`src/rtl/aclk_pkg.sv`:
```
// Shared constants, the shadow-configuration record and the frame-length rule.
package aclk_pkg;
    localparam int DIV_W    = 9;
    localparam int CH_W     = 5;
    localparam int MAX_CH   = 16;
    localparam int SLOT_MAX = 32;
    localparam int FCNT_W   = $clog2(MAX_CH * SLOT_MAX);

    typedef struct packed {
        logic [DIV_W-1:0]  div;
        logic              inv_b;
        logic              inv_f;
        logic              rise_edge;
        logic [FCNT_W-1:0] flast;
        logic [FCNT_W-1:0] half;
    } shadow_t;

    // Number of bit periods in one frame: slot count times slot width.
    function automatic int frame_bits(input logic tdm, input logic [CH_W-1:0] ch,
                                      input logic wide, input logic [1:0] dsize);
        int slots;
        int width;
        slots = tdm ? int'({ch[CH_W-1:1], 1'b0}) : 2;
        if (slots < 2)      slots = 2;
        if (slots > MAX_CH) slots = MAX_CH;
        width = (wide || dsize != 2'd0) ? SLOT_MAX : 16;
        return slots * width;
    endfunction
endpackage

```
`src/rtl/aclk_shadow.sv`:
```
// Configuration shadow: tracks the live configuration while the block is
// idle and freezes it while running. Assumes enable is synchronous to clk.
module aclk_shadow
    import aclk_pkg::*;
(
    input  logic    clk,
    input  logic    rst_n,
    input  logic    enable,
    input  shadow_t live,
    output shadow_t held
);
    // Capture the live configuration only while not running.
    always_ff @(posedge clk) begin
        if (!rst_n)       held <= '0;
        else if (!enable) held <= live;
    end
endmodule

```
`src/rtl/aclk_prescaler.sv`:
```
// Bit-clock prescaler: counts master ticks within one bit period, starting
// each period with a fall; low for ceil(n/2) ticks, high for floor(n/2).
// Divide 1 produces both edges on every tick. Assumes tick is zero when n=0.
module aclk_prescaler #(
    parameter int DIV_W = 9
) (
    input  logic             clk,
    input  logic             rst_n,
    input  logic             run,
    input  logic             tick,
    input  logic [DIV_W-1:0] div,
    input  logic [DIV_W-1:0] div_live,
    output logic             fall_ev,
    output logic             lvl,
    output logic             rise_q,
    output logic             fall_q
);
    logic [DIV_W-1:0] pcnt;
    logic [DIV_W-1:0] last_pos;
    logic [DIV_W-1:0] hi_pos;
    logic             pass;
    logic             wrap;
    logic             rise_ev;

    // Phase boundaries of the current divide value.
    always_comb begin
        last_pos = div - DIV_W'(1);
        hi_pos   = div - (div >> 1);
        pass     = (div == DIV_W'(1));
        wrap     = (pcnt == last_pos);
        fall_ev  = tick & wrap;
        rise_ev  = tick & (pass | (!wrap && DIV_W'(pcnt + 1'b1) == hi_pos));
    end

    // Advance the phase counter, bit-clock level and edge strobes.
    always_ff @(posedge clk) begin
        if (!rst_n) begin
            pcnt   <= '0;
            lvl    <= 1'b0;
            rise_q <= 1'b0;
            fall_q <= 1'b0;
        end else if (!run) begin
            pcnt   <= div_live - DIV_W'(1);
            lvl    <= 1'b0;
            rise_q <= 1'b0;
            fall_q <= 1'b0;
        end else begin
            rise_q <= rise_ev;
            fall_q <= fall_ev;
            if (tick) pcnt <= wrap ? '0 : DIV_W'(pcnt + 1'b1);
            if (pass)         lvl <= tick;
            else if (rise_ev) lvl <= 1'b1;
            else if (fall_ev) lvl <= 1'b0;
        end
    end
endmodule

```
`src/rtl/aclk_framer.sv`:
```
// Frame counter: counts bit periods on each bit-clock fall, raises the
// internal frame level for the first half of the frame and strobes frame
// start at bit 0. Assumes flast + 1 is even.
module aclk_framer #(
    parameter int FCNT_W = 9
) (
    input  logic              clk,
    input  logic              rst_n,
    input  logic              run,
    input  logic              fall_ev,
    input  logic [FCNT_W-1:0] flast,
    input  logic [FCNT_W-1:0] half,
    input  logic [FCNT_W-1:0] flast_live,
    output logic              lvl,
    output logic              start_q
);
    logic [FCNT_W-1:0] bcnt;
    logic [FCNT_W-1:0] nxt;

    // Next bit index within the frame.
    always_comb nxt = (bcnt == flast) ? '0 : FCNT_W'(bcnt + 1'b1);

    // Step the bit index and frame level on each bit-clock fall.
    always_ff @(posedge clk) begin
        if (!rst_n) begin
            bcnt    <= '0;
            lvl     <= 1'b0;
            start_q <= 1'b0;
        end else if (!run) begin
            bcnt    <= flast_live;
            lvl     <= 1'b0;
            start_q <= 1'b0;
        end else begin
            start_q <= fall_ev && (nxt == '0);
            if (fall_ev) begin
                bcnt <= nxt;
                lvl  <= (nxt < half);
            end
        end
    end
endmodule

```
`src/rtl/aclk_gen.sv`:
```
// Audio bit/frame clock generator (master mode). Derives bit clock and frame
// clock from one-cycle master ticks. Assumes all inputs are synchronous to clk.
module aclk_gen
    import aclk_pkg::*;
#(
    parameter int DIV_BITS = DIV_W,
    parameter int CHN_BITS = CH_W,
    parameter int FRM_BITS = FCNT_W
) (
    input  logic                clk,
    input  logic                rst_n,
    input  logic                mclk_en,
    input  logic                enable,
    input  logic                gate_off,
    input  logic [DIV_BITS-1:0] div_cfg,
    input  logic                inv_bclk_cfg,
    input  logic                inv_fclk_cfg,
    input  logic                rise_edge_cfg,
    input  logic                tdm_cfg,
    input  logic [CHN_BITS-1:0] chans_cfg,
    input  logic                wide_slot_cfg,
    input  logic [1:0]          dsize_cfg,
    output logic                bclk,
    output logic                bclk_rise,
    output logic                bclk_fall,
    output logic                fclk,
    output logic                frame_start
);
    shadow_t             live_cfg;
    shadow_t             run_cfg;
    logic [DIV_BITS-1:0] div_run;
    logic                tick;
    logic                fall_ev;
    logic                bit_lvl;
    logic                frm_lvl;
    int                  fbits;

    // Assemble the live configuration including the derived frame length.
    always_comb begin
        fbits          = frame_bits(tdm_cfg, chans_cfg, wide_slot_cfg, dsize_cfg);
        live_cfg.div   = div_cfg;
        live_cfg.inv_b = inv_bclk_cfg;
        live_cfg.inv_f = inv_fclk_cfg;
        live_cfg.rise_edge = rise_edge_cfg;
        live_cfg.flast = FRM_BITS'(fbits - 1);
        live_cfg.half  = FRM_BITS'(fbits / 2);
    end

    aclk_shadow u_shadow (
        .clk    (clk),
        .rst_n  (rst_n),
        .enable (enable),
        .live   (live_cfg),
        .held   (run_cfg)
    );

    assign div_run = run_cfg.div;
    assign tick    = mclk_en & enable & ~gate_off & (div_run != '0);

    aclk_prescaler #(.DIV_W(DIV_BITS)) u_presc (
        .clk      (clk),
        .rst_n    (rst_n),
        .run      (enable),
        .tick     (tick),
        .div      (div_run),
        .div_live (div_cfg),
        .fall_ev  (fall_ev),
        .lvl      (bit_lvl),
        .rise_q   (bclk_rise),
        .fall_q   (bclk_fall)
    );

    aclk_framer #(.FCNT_W(FRM_BITS)) u_frame (
        .clk        (clk),
        .rst_n      (rst_n),
        .run        (enable),
        .fall_ev    (fall_ev),
        .flast      (run_cfg.flast),
        .half       (run_cfg.half),
        .flast_live (live_cfg.flast),
        .lvl        (frm_lvl),
        .start_q    (frame_start)
    );

    // Pad polarity: gate forces the inactive level, then optional inversion.
    assign bclk = (bit_lvl & ~gate_off) ^ run_cfg.inv_b;
    assign fclk = frm_lvl ^ ~run_cfg.rise_edge ^ run_cfg.inv_f;
endmodule

```
`config.mk`:
```
export PLATFORM = sky130hd
export DESIGN_NAME = aclk_gen
export DESIGN_NICKNAME = d
export VERILOG_FILES = /design/src/rtl/aclk_pkg.sv /design/src/rtl/aclk_shadow.sv /design/src/rtl/aclk_prescaler.sv /design/src/rtl/aclk_framer.sv /design/src/rtl/aclk_gen.sv
export SDC_FILE = /design/constraint.sdc
export NUM_CORES = 1
export LEC_CHECK = 0
export BUFFER_PORTS_ARGS = -buffer_cell sky130_fd_sc_hd__clkbuf_2
export CAP_MARGIN = 20
export CORE_MARGIN = 2
export CORE_UTILIZATION = 35
export CTS_CLUSTER_DIAMETER = 40
export DETAILED_ROUTE_END_ITERATION = 8
export GPL_ROUTABILITY_DRIVEN = 0
export PLACE_DENSITY_LB_ADDON = 0.15
export SLEW_MARGIN = 20
export SYNTH_ARGS = -nofsm -noshare
export SYNTH_HDL_FRONTEND = slang
export SYNTH_SLANG_ARGS = --single-unit
```
`constraint.sdc`:
```
create_clock -name clk -period 2.58 [get_ports clk]
set_input_delay 0.258 -clock clk [delete_from_list [all_inputs] [get_ports clk]]
set_output_delay 0.258 -clock clk [all_outputs]
set_load 0.05 [all_outputs]
```
==> results by group, run 1 <==
Hold path
  – Min-delay src: inv_fclk_cfg
  – Hold Crit Class: primary input to flip-flop
  – Hold path endpoint: u_shadow.held[19]
  – Hold Path Cell Cnt: 3

Yosys
  – Area leader, netlist: dfxtp_1
  – EDFF count, synth: 0
  – Mapped Nets: 487
  – Post-Syn Area per Cell: roughly 8.3 um^2
  – Synthesized area: around 0.0035 mm^2
  – Synth top area share: 0.254
  – Synth cell types: 59
  – Cell with the most instances after synthesis: dfxtp_1
  – Synth top area cells: dfxtp_1 (25%), ha_1 (12%), xnor2_1 (8.7%), xor2_1 (5.9%), mux2i_1 (4.5%)
  – Post-Synthesis Cells: ~430
  – Commonest cells post-synth: dfxtp_1 (45), nor2_1 (41), xnor2_1 (35), ha_1 (34), nand2_1 (28)
  – Async SR Flop Fraction: 0
  – Ys flop type: dfxtp_1
  – Yosys warnings: 0
  – Flops & latches, synth: 45
  – Sequential area share after synthesis: 0.254

Global routing
  – Pin count of the biggest net entering global routing: between 40 and 50
  – Grt ovf: 0
  – First-pass GRT wire length: around 15000 um
  – Vias in the first global route: 3016
  – Initial antenna violation count: 0
  – Total track usage: 0.169

Cells and area
  – Fillers: a little over 1000
  – Final net count: roughly 550
  – Area growth, synth to finish: 21.9%
  – Non-filler cells, final: around 620
  – Ratio of cells with drive above 1 in the final layout: 0.253
  – ANT cells: 0

Timing
  – RSZ-0062 raised after global routing: true
  – Tcrit/Tclk final: 0.968
  – Final worst slack: approximately 0.084 ns
  – Setup TNS: 0 ns
  – Slew HR: 0.584
  – Fmax: approximately 400 MHz
  – Crit path time final: 2.50 ns
  – Worst slew pin tran: between 0.6 and 0.7 ns
  – Slew Limit Fails: 0
  – Clock Skew: between 0.015 and 0.02 ns
  – Final setup vio count: 0
  – Final Hold Viols: 0

Worst setup path
  – Worst path required time: between 2 and 3 ns
  – Critical Path Most Common Cell: buf_4
  – Critical path's slowest cell: dfxtp_2
  – FF-to-FF setup slack: 0.08 ns
  – Slowest Stage Delay on Critical Path: roughly 0.37 ns
  – Crit path kind: flip-flop to flip-flop
  – Worst Reg-to-Reg Cells: 11
  – Critical path startpoint: u_shadow.held[22]
  – Capturing point of the worst reg2reg path: u_frame.bcnt[2]
  – Critical Path, Cell by Cell: inv_4, ha_4, a21bo_4, a21o_1, a2111oi_4, nor4b_4, buf_4, buf_4, nor4bb_4, o21bai_1, a31oi_1
  – CP endpoint kind: flip-flop
  – Crit path launch type: flip-flop
  – Worst Path Arrival: ~2.7 ns
  – CP max FO: 3
  – FF-to-FF Start: u_shadow.held[22]

Floorplanning
  – Io pins: 31
  – Initial Util: 0.361
  – Die X: ~100 um
  – Row count: 36
  – Die ar.: 0.0109 mm^2
  – Die Height: between 100 and 150 um
  – Core Area: approximately 0.01 mm^2

Route
  – DRC errors left: 0
  – Vias/cell: 5.02
  – TritonRoute pass-1 iters: 4
  – DRT Wirelength: a little over 9000 um
  – Drt wl/cell: about 15 um
  – Initial DRC count: 91
  – Vias: roughly 3100
  – Final ANT Viol Nets: 0

CTS
  – CTS buffer count: 5
  – Htree depth: 2
  – Clock Tree Buf Depth: 2
  – Clk sinks: 45
  – Clock latency on the worst-skew pair: about 0.32 ns
  – Worst-path clk slew: 0.11 ns
  – CTS tree: built
  – Root Driver: clkbuf_8

Placed design
  – IO buf count: 29
  – DP Cell Count: between 600 and 700
  – HPWL after detailed placement: between 6000 and 7000 um
  – Pre-CTS setup slack: -0.0136 ns

Power
  – PD cells: roughly 450 mW/mm^2
  – VDD IR max: 0.000199 V
  – Pleak: between 0.0015 and 0.002 uW

Status
  – Outcome: finished, final reports clean

Run
  – MaxCap Viol Count: 0
repair_timing:
action	4_1_cts	5_1_grt
gates resized for setup	10	34
pin swaps	4	17
gates cloned	0	0
hold buffers	0	0
setup endpoints to repair	6	16
buffers inserted	4	4
metal layers:
metal  track usage  share of wire  vias to the layer above
li1              -              -                     1601
met1         0.225           0.47                     1457
met2         0.296           0.49                       41
met3        0.0225          0.027                        8
met4        0.0286          0.013                        0
met5             0              0                        -
cell usage in the layout, fill, tap and decap left out, types with 3 or more instances in the layout:
master / count
a211oi_1: 4
a21oi_1: 22
a21oi_2: 4
a31oi_1: 9
and2_1: 6
and3_1: 6
buf_4: 41
clkbuf_2: 29
clkbuf_8: 5
dfxtp_1: 37
dfxtp_2: 8
ha_1: 30
ha_4: 3
inv_1: 19
inv_2: 5
mux2i_1: 16
nand2_1: 27
nand2b_1: 4
nand3_1: 14
nand3b_1: 6
nor2_1: 39
nor3_1: 16
nor4_1: 4
o21a_1: 3
o21ai_0: 6
o21bai_1: 4
o221ai_1: 5
o31ai_1: 3
xnor2_1: 34
xor2_1: 24
report_power, final:
group	switching, uW	total [uW]	internal, uW	leakage [uW]
Clock	286	484	198	0.0000452
Sequential	41.8	782	740	0.000374
Combinational	351	659	308	0.00143
how the worst max path moves through the flow:
| stage | end |
|---|---|
| floorplan | u_frame.lvl |
| global placement | u_frame.lvl |
| detailed placement | u_frame.bcnt[0] |
| CTS | u_frame.lvl |
| global route | u_frame.lvl |
| finish | u_frame.bcnt[2] |
worst max-delay path, delay by kind of cell (launching register included):
family                   cells  cell delay (ns)
AND/OR/NAND/NOR              2             0.50
flip-flops                   1             0.37
adder cells (fa/ha/maj)      1             0.17
AO/OA/AOI/OAI                5             1.03
buffers and inverters        3             0.34
logic make-up (layout without fill, tap and decap cells):
| logic type | Yosys count | after routing | share of synthesized area |
|---|---|---|---|
| other | 1 | 1 | 0.00106 |
| multiplexers | 16 | 16 | 0.0452 |
| XOR/XNOR | 61 | 61 | 0.155 |
| flip-flops | 45 | 45 | 0.254 |
| AO/OA/AOI/OAI | 77 | 77 | 0.148 |
| adder cells (fa/ha/maj) | 35 | 35 | 0.126 |
| AND/OR/NAND/NOR | 146 | 146 | 0.217 |
| buffers and inverters | 45 | 105 | 0.0530 |
flip-flops by register name, summed over array words and instances, names as in the netlist:
register,count
u_frame.bcnt,9
u_frame.lvl,1
u_frame.start_q,1
u_presc.fall_q,1
u_presc.lvl,1
u_presc.pcnt,9
u_presc.rise_q,1
u_shadow.held,22
cell type report:
| cell class | count | area, um^2 | area share |
|---|---|---|---|
| Inverter | 25 | 96.3 | 0.0223 |
| Clock buffer | 5 | 68.8 | 0.0159 |
| Timing Repair Buffer | 72 | 475 | 0.110 |
| Multi-Input combinational cell | 336 | 2570 | 0.596 |
| Clock inverter | 3 | 25.0 | 0.00580 |
| Sequential cell | 45 | 911 | 0.211 |
| Tap cell | 133 | 166 | 0.0386 |
stage by stage:
| step | util | hold slack (ns) | total power (uW) | cell area (um^2) |
|---|---|---|---|---|
| 2_1_floorplan | - | 0.402 | 1240 | 3540 |
| 3_3_place_gp | 0.410 | 0.450 | 1410 | 4030 |
| 3_5_place_dp | 0.410 | 0.451 | 1410 | 4030 |
| 4_1_cts | 0.425 | 0.160 | 1910 | 4170 |
| 5_1_grt | 0.440 | 0.186 | 2050 | 4320 |
| 6_report | 0.440 | 0.170 | 1920 | 4320 |
Note: power is estimated with default switching activity, not from simulation.
==> run 2: changes to the inputs <==
--- a/config.mk
+++ b/config.mk
@@ -7,8 +7,10 @@
 export LEC_CHECK = 0
 export BUFFER_PORTS_ARGS = -buffer_cell sky130_fd_sc_hd__clkbuf_2
 export CAP_MARGIN = 20
+export CELL_PAD_IN_SITES_DETAIL_PLACEMENT = 1
+export CELL_PAD_IN_SITES_GLOBAL_PLACEMENT = 2
 export CORE_MARGIN = 2
-export CORE_UTILIZATION = 35
+export CORE_UTILIZATION = 33
 export CTS_CLUSTER_DIAMETER = 40
 export DETAILED_ROUTE_END_ITERATION = 8
 export GPL_ROUTABILITY_DRIVEN = 0
==> results by group, run 2 (synthesis gave the netlist of run 1 again) <==
Cells and area
  – Commonest non-fill, non-tap cells in the layout: nor2_1 (39), dfxtp_1 (36), buf_4 (35)
  – ANT cells: 0
  – Largest register FFs: 22
  – Post-layout util: 0.417
  – Top flop regs: u_shadow.held: 22 flops, u_frame.bcnt: 9 flops, u_presc.pcnt: 9 flops
  – Ratio of cells with drive above 1 in the final layout: 0.253
  – Fillers: 1276
  – Largest reg by FF count: u_shadow.held
  – Final net count: about 540
  – Commonest non-fill, non-tap cell in the layout: nor2_1
  – Area growth, synth to finish: 22.2%

Floorplanning
  – Core Area: about 0.010 mm^2
  – Initial Util: 0.341
  – Die X: approximately 110 um
  – Die ar.: 0.0116 mm^2
  – Die Height: ~110 um
  – Row count: 37
  – Io pins: 31

CTS
  – CTS tree: built
  – Clk sinks: 45
  – Clock Tree Buf Depth: 2
  – CTS buffer count: 5
  – Worst-path clk slew: around 0.090 ns
  – Htree depth: 2
  – Clock latency on the worst-skew pair: ~0.32 ns
  – Root Driver: clkbuf_8
  – Post-CTS Hold Fix Bufs: 0

Timing
  – Tcrit/Tclk final: 0.954
  – Final setup vio count: 0
  – Fmax: 406 MHz
  – Crit path time final: around 2.5 ns
  – Slew HR: 0.628
  – Clock Skew: 0.0189 ns
  – Worst slew pin tran: roughly 0.56 ns
  – RSZ-0062 raised after global routing: true
  – Final Hold Viols: 0
  – Slew Limit Fails: 0
  – Setup TNS: 0 ns

Placed design
  – HPWL after detailed placement: a little over 8000 um
  – IO buf count: 29

Route
  – Vias: ~3100
  – Final ANT Viol Nets: 0
  – DRC errors left: 0
  – Vias/cell: ~5.1
  – TritonRoute pass-1 iters: 5
  – DRT Wirelength: ~11000 um
  – Initial DRC count: 93
  – Drt wl/cell: 17.1 um

Power
  – Pleak: between 0.0015 and 0.002 uW
  – PD cells: between 400 and 500 mW/mm^2
  – VDD IR max: between 0.0002 and 0.00025 V

Global routing
  – Pin count of the biggest net entering global routing: 28
  – Vias in the first global route: ~3400
  – Initial antenna violation count: 0
  – First-pass GRT wire length: between 15000 and 20000 um
  – Grt ovf: 0
  – Total track usage: 0.196

Worst setup path
  – Crit path launch type: flip-flop
  – CP max FO: 6
  – Crit path kind: flip-flop to flip-flop
  – Worst path required time: ~2.8 ns
  – Worst Path Arrival: between 2 and 3 ns
  – CP endpoint kind: flip-flop

Status
  – Outcome: finished, final reports clean

Run
  – MaxCap Viol Count: 0

Hold path
  – Hold Crit Class: primary input to flip-flop
[run 2: metal layers]
| metal | global-route usage | share of wire | vias up |
|---|---|---|---|
| met5 | 0 | 0 | - |
| met4 | 0.0495 | 0.016 | 0 |
| met3 | 0.0278 | 0.032 | 14 |
| met2 | 0.320 | 0.45 | 47 |
| met1 | 0.270 | 0.51 | 1486 |
| li1 | - | - | 1583 |
[run 2: report_power, final]
group,internal [uW],total (uW),switching [uW]
combinational,314,688,374
sequential,740,783,42.4
clock,193,467,274
total,1250,1940,690
[run 2: path summary, 6_finish.rpt]
check,cells after the start,start,slack (ns),endpoint
min,3,inv_bclk_cfg,0.17,u_shadow.held[20]
min reg2reg,2,u_shadow.held[15],0.47,u_shadow.held[15]
max,11,u_shadow.held[24],0.12,u_frame.bcnt[4]
max reg2reg,11,u_shadow.held[24],0.12,u_frame.bcnt[4]
[run 2: repair_timing]
item | CTS | global route
gates resized for setup | 9 | 42
pin swaps | 1 | 13
setup endpoints to repair | 9 | 18
setup buffers | 0 | 3
[run 2: cell type report]
class	instances	area (um^2)	area share
multi-input cells	336	2600	0.601
clock inverters	1	7.51	0.00174
repair buffers	69	464	0.107
flip-flops and latches	45	912	0.211
well taps	136	170	0.0393
inverters	25	96.3	0.0223
clock buffers	7	76.3	0.0176
[run 2: stage by stage]
step / cells / setup slack, ns / area, um^2 / hold slack, ns / power (uW)
global route: 619 / -0.0748 / 4330 / 0.185 / 2060
finish: 619 / 0.119 / 4330 / 0.173 / 1940
global placement: 608 / -0.0173 / 4040 / 0.452 / 1420
CTS: 616 / 0.00682 / 4160 / 0.168 / 1920
detailed placement: 608 / -0.0713 / 4040 / 0.454 / 1440
floorplan: 426 / 0.00201 / 3540 / 0.402 / 1240
[run 2: worst max-delay path: stages (launching register included)]
cell and delay, ns:
dfxtp_2 0.35, inv_2 0.06, ha_4 0.18, a21bo_4 0.22
a21o_1 0.17, a2111oi_4 0.41, nor4b_4 0.27, buf_6 0.16
and2b_2 0.19, buf_6 0.13, nor3_2 0.04, nor3_1 0.19
==> run 3: changes to the inputs <==
--- a/config.mk
+++ b/config.mk
@@ -10,7 +10,7 @@
 export CELL_PAD_IN_SITES_DETAIL_PLACEMENT = 1
 export CELL_PAD_IN_SITES_GLOBAL_PLACEMENT = 2
 export CORE_MARGIN = 2
-export CORE_UTILIZATION = 33
+export CORE_UTILIZATION = 35
 export CTS_CLUSTER_DIAMETER = 40
 export DETAILED_ROUTE_END_ITERATION = 8
 export GPL_ROUTABILITY_DRIVEN = 0
==> constraint.sdc (replaced) <==
create_clock -name clk -period 2.84 [get_ports clk]
set_input_delay 0.568 -clock clk [delete_from_list [all_inputs] [get_ports clk]]
set_output_delay 0.568 -clock clk [all_outputs]
set_load 0.05 [all_outputs]
==> results by group, run 3 (synthesis gave the netlist of run 1 again) <==
Timing
  – Worst hold slack: ~0.47 ns
  – Slew HR: 0.632
  – Crit path time final: between 2 and 3 ns
  – Worst slew pin tran: ~0.55 ns
  – Tcrit/Tclk final: 0.930
  – Clock Skew: a little under 0.02 ns
  – Fmax: around 380 MHz
  – Final worst slack: roughly 0.2 ns
  – Final Hold Viols: 0
  – Final setup vio count: 0
  – Slew Limit Fails: 0

Cells and area
  – Ratio of cells with drive above 1 in the final layout: 0.161
  – Final net count: 526
  – Largest reg by FF count: u_shadow.held
  – Commonest non-fill, non-tap cell in the layout: dfxtp_1
  – Top flop regs: u_shadow.held: 22 flops, u_frame.bcnt: 9 flops, u_presc.pcnt: 9 flops
  – ANT cells: 0
  – Non-filler cells, final: approximately 600
  – Final instance area: 0.00406 mm^2
  – Area growth, synth to finish: 14.5%
  – Largest register FFs: 22
  – Commonest non-fill, non-tap cells in the layout: dfxtp_1 (43), nor2_1 (40), xnor2_1 (35)

Placed design
  – IO buf count: 29
  – Pre-CTS setup slack: between 0.08 and 0.09 ns
  – HPWL after detailed placement: roughly 7800 um
  – DP Area: just under 0.004 mm^2
  – DP Cell Count: between 500 and 600

Route
  – DR WL met3: 268 um
  – DRT Wirelength: just under 10000 um
  – Routed length on met2: approximately 4300 um
  – DRC errors left: 0
  – Top sig layer: met4
  – Vias/cell: between 5 and 6
  – Final ANT Viol Nets: 0
  – Initial DRC count: between 100 and 150
  – TritonRoute pass-1 iters: 4
  – Met1 WL: 5190 um
  – Vias: 3082
  – Drt wl/cell: around 16 um

CTS
  – Worst-path clk slew: around 0.11 ns
  – CTS tree: built
  – Post-CTS Hold Fix Bufs: 0
  – Root Driver: clkbuf_8
  – Clock Tree Buf Depth: 2
  – CTS buffer count: 5
  – Htree depth: 2
  – Clk sinks: 45
  – Clock latency on the worst-skew pair: between 0.3 and 0.4 ns
  – Post_cts resized: 0
  – Post-CTS setup buffers: 0

Worst setup path
  – Worst path required time: 3.07 ns
  – CP endpoint kind: flip-flop
  – Worst Path Arrival: about 2.9 ns
  – Worst Reg-to-Reg Cells: 10
  – Crit path kind: flip-flop to flip-flop
  – Crit path launch type: flip-flop
  – CP max FO: 10

Hold path
  – Hold Path Cell Cnt: 2
  – Hold Crit Class: flip-flop to flip-flop

Floorplanning
  – Core Area: between 0.009 and 0.01 mm^2
  – Die ar.: roughly 0.011 mm^2
  – Row count: 36
  – Die Height: 105 um
  – Io pins: 31
  – Die X: roughly 100 um
  – Initial Util: 0.361

Global routing
  – Grt ovf: 0
  – Initial antenna violation count: 0
  – Pin count of the biggest net entering global routing: 28
  – Vias in the first global route: 3170
  – First-pass GRT wire length: 16600 um
  – Total track usage: 0.187

Power
  – VDD IR max: roughly 0.00020 V
  – Pleak: ~0.0017 uW
  – Total chip power: between 1500 and 2000 uW
  – PD cells: between 400 and 500 mW/mm^2

Run
  – MaxCap Viol Count: 0

Status
  – Outcome: finished, final reports clean
## run 3: cell types whose count changed in the layout (fill, tap and decap cells not counted), moves of 6 or more
cell     change
ha_1         +6
dfxtp_1      +7
buf_4       -13
dfxtp_2      -7
inv_1        +6
## run 3: metrics by stage
stage | TNS (ns) | util
after global placement | 0 | 0.402
after CTS | 0 | 0.412
after detailed placement | 0 | 0.402
after floorplan | 0 | -
final | 0 | 0.413
after global routing | -0.00253 | 0.413
## run 3: worst paths after layout
path                                        start           endpoint  slack (ns)
worst max-delay path            u_shadow.held[25]    u_frame.bcnt[0]        0.20
worst min-delay path            u_shadow.held[16]  u_shadow.held[16]        0.47
worst max register to register  u_shadow.held[25]    u_frame.bcnt[0]        0.20
worst min register to register  u_shadow.held[16]  u_shadow.held[16]        0.47
## run 3: power breakdown
group          switching, uW  total (uW)  internal (uW)
combinational            315         560            245
sequential              43.8         715            672
clock                    248         449            201
total                    607        1720           1120
## run 3: routing by layer
layer / vias to the layer above / track usage
met5: - / 0
met4: 0 / 0.0362
met3: 8 / 0.0268
met2: 43 / 0.294
met1: 1477 / 0.273
li1: 1554 / -
## run 3: critical path: stages (launching register included)
cell	delay (ns)
dfxtp_2	0.35
inv_1	0.14
ha_1	0.20
a21bo_2	0.24
a21o_1	0.20
a2111oi_4	0.34
nor4b_4	0.31
buf_12	0.17
nand3_4	0.13
or3_1	0.34
a21oi_1	0.14
## run 3: layout make-up
class                      count  area, um^2
tap                          133         166
clock inverter                 2        16.3
multi-input combinational    336        2460
clock buffer                   6        82.6
fill                        1232        5760
timing repair buffer          52         330
sequential                    45         903
inverter                      25        93.8
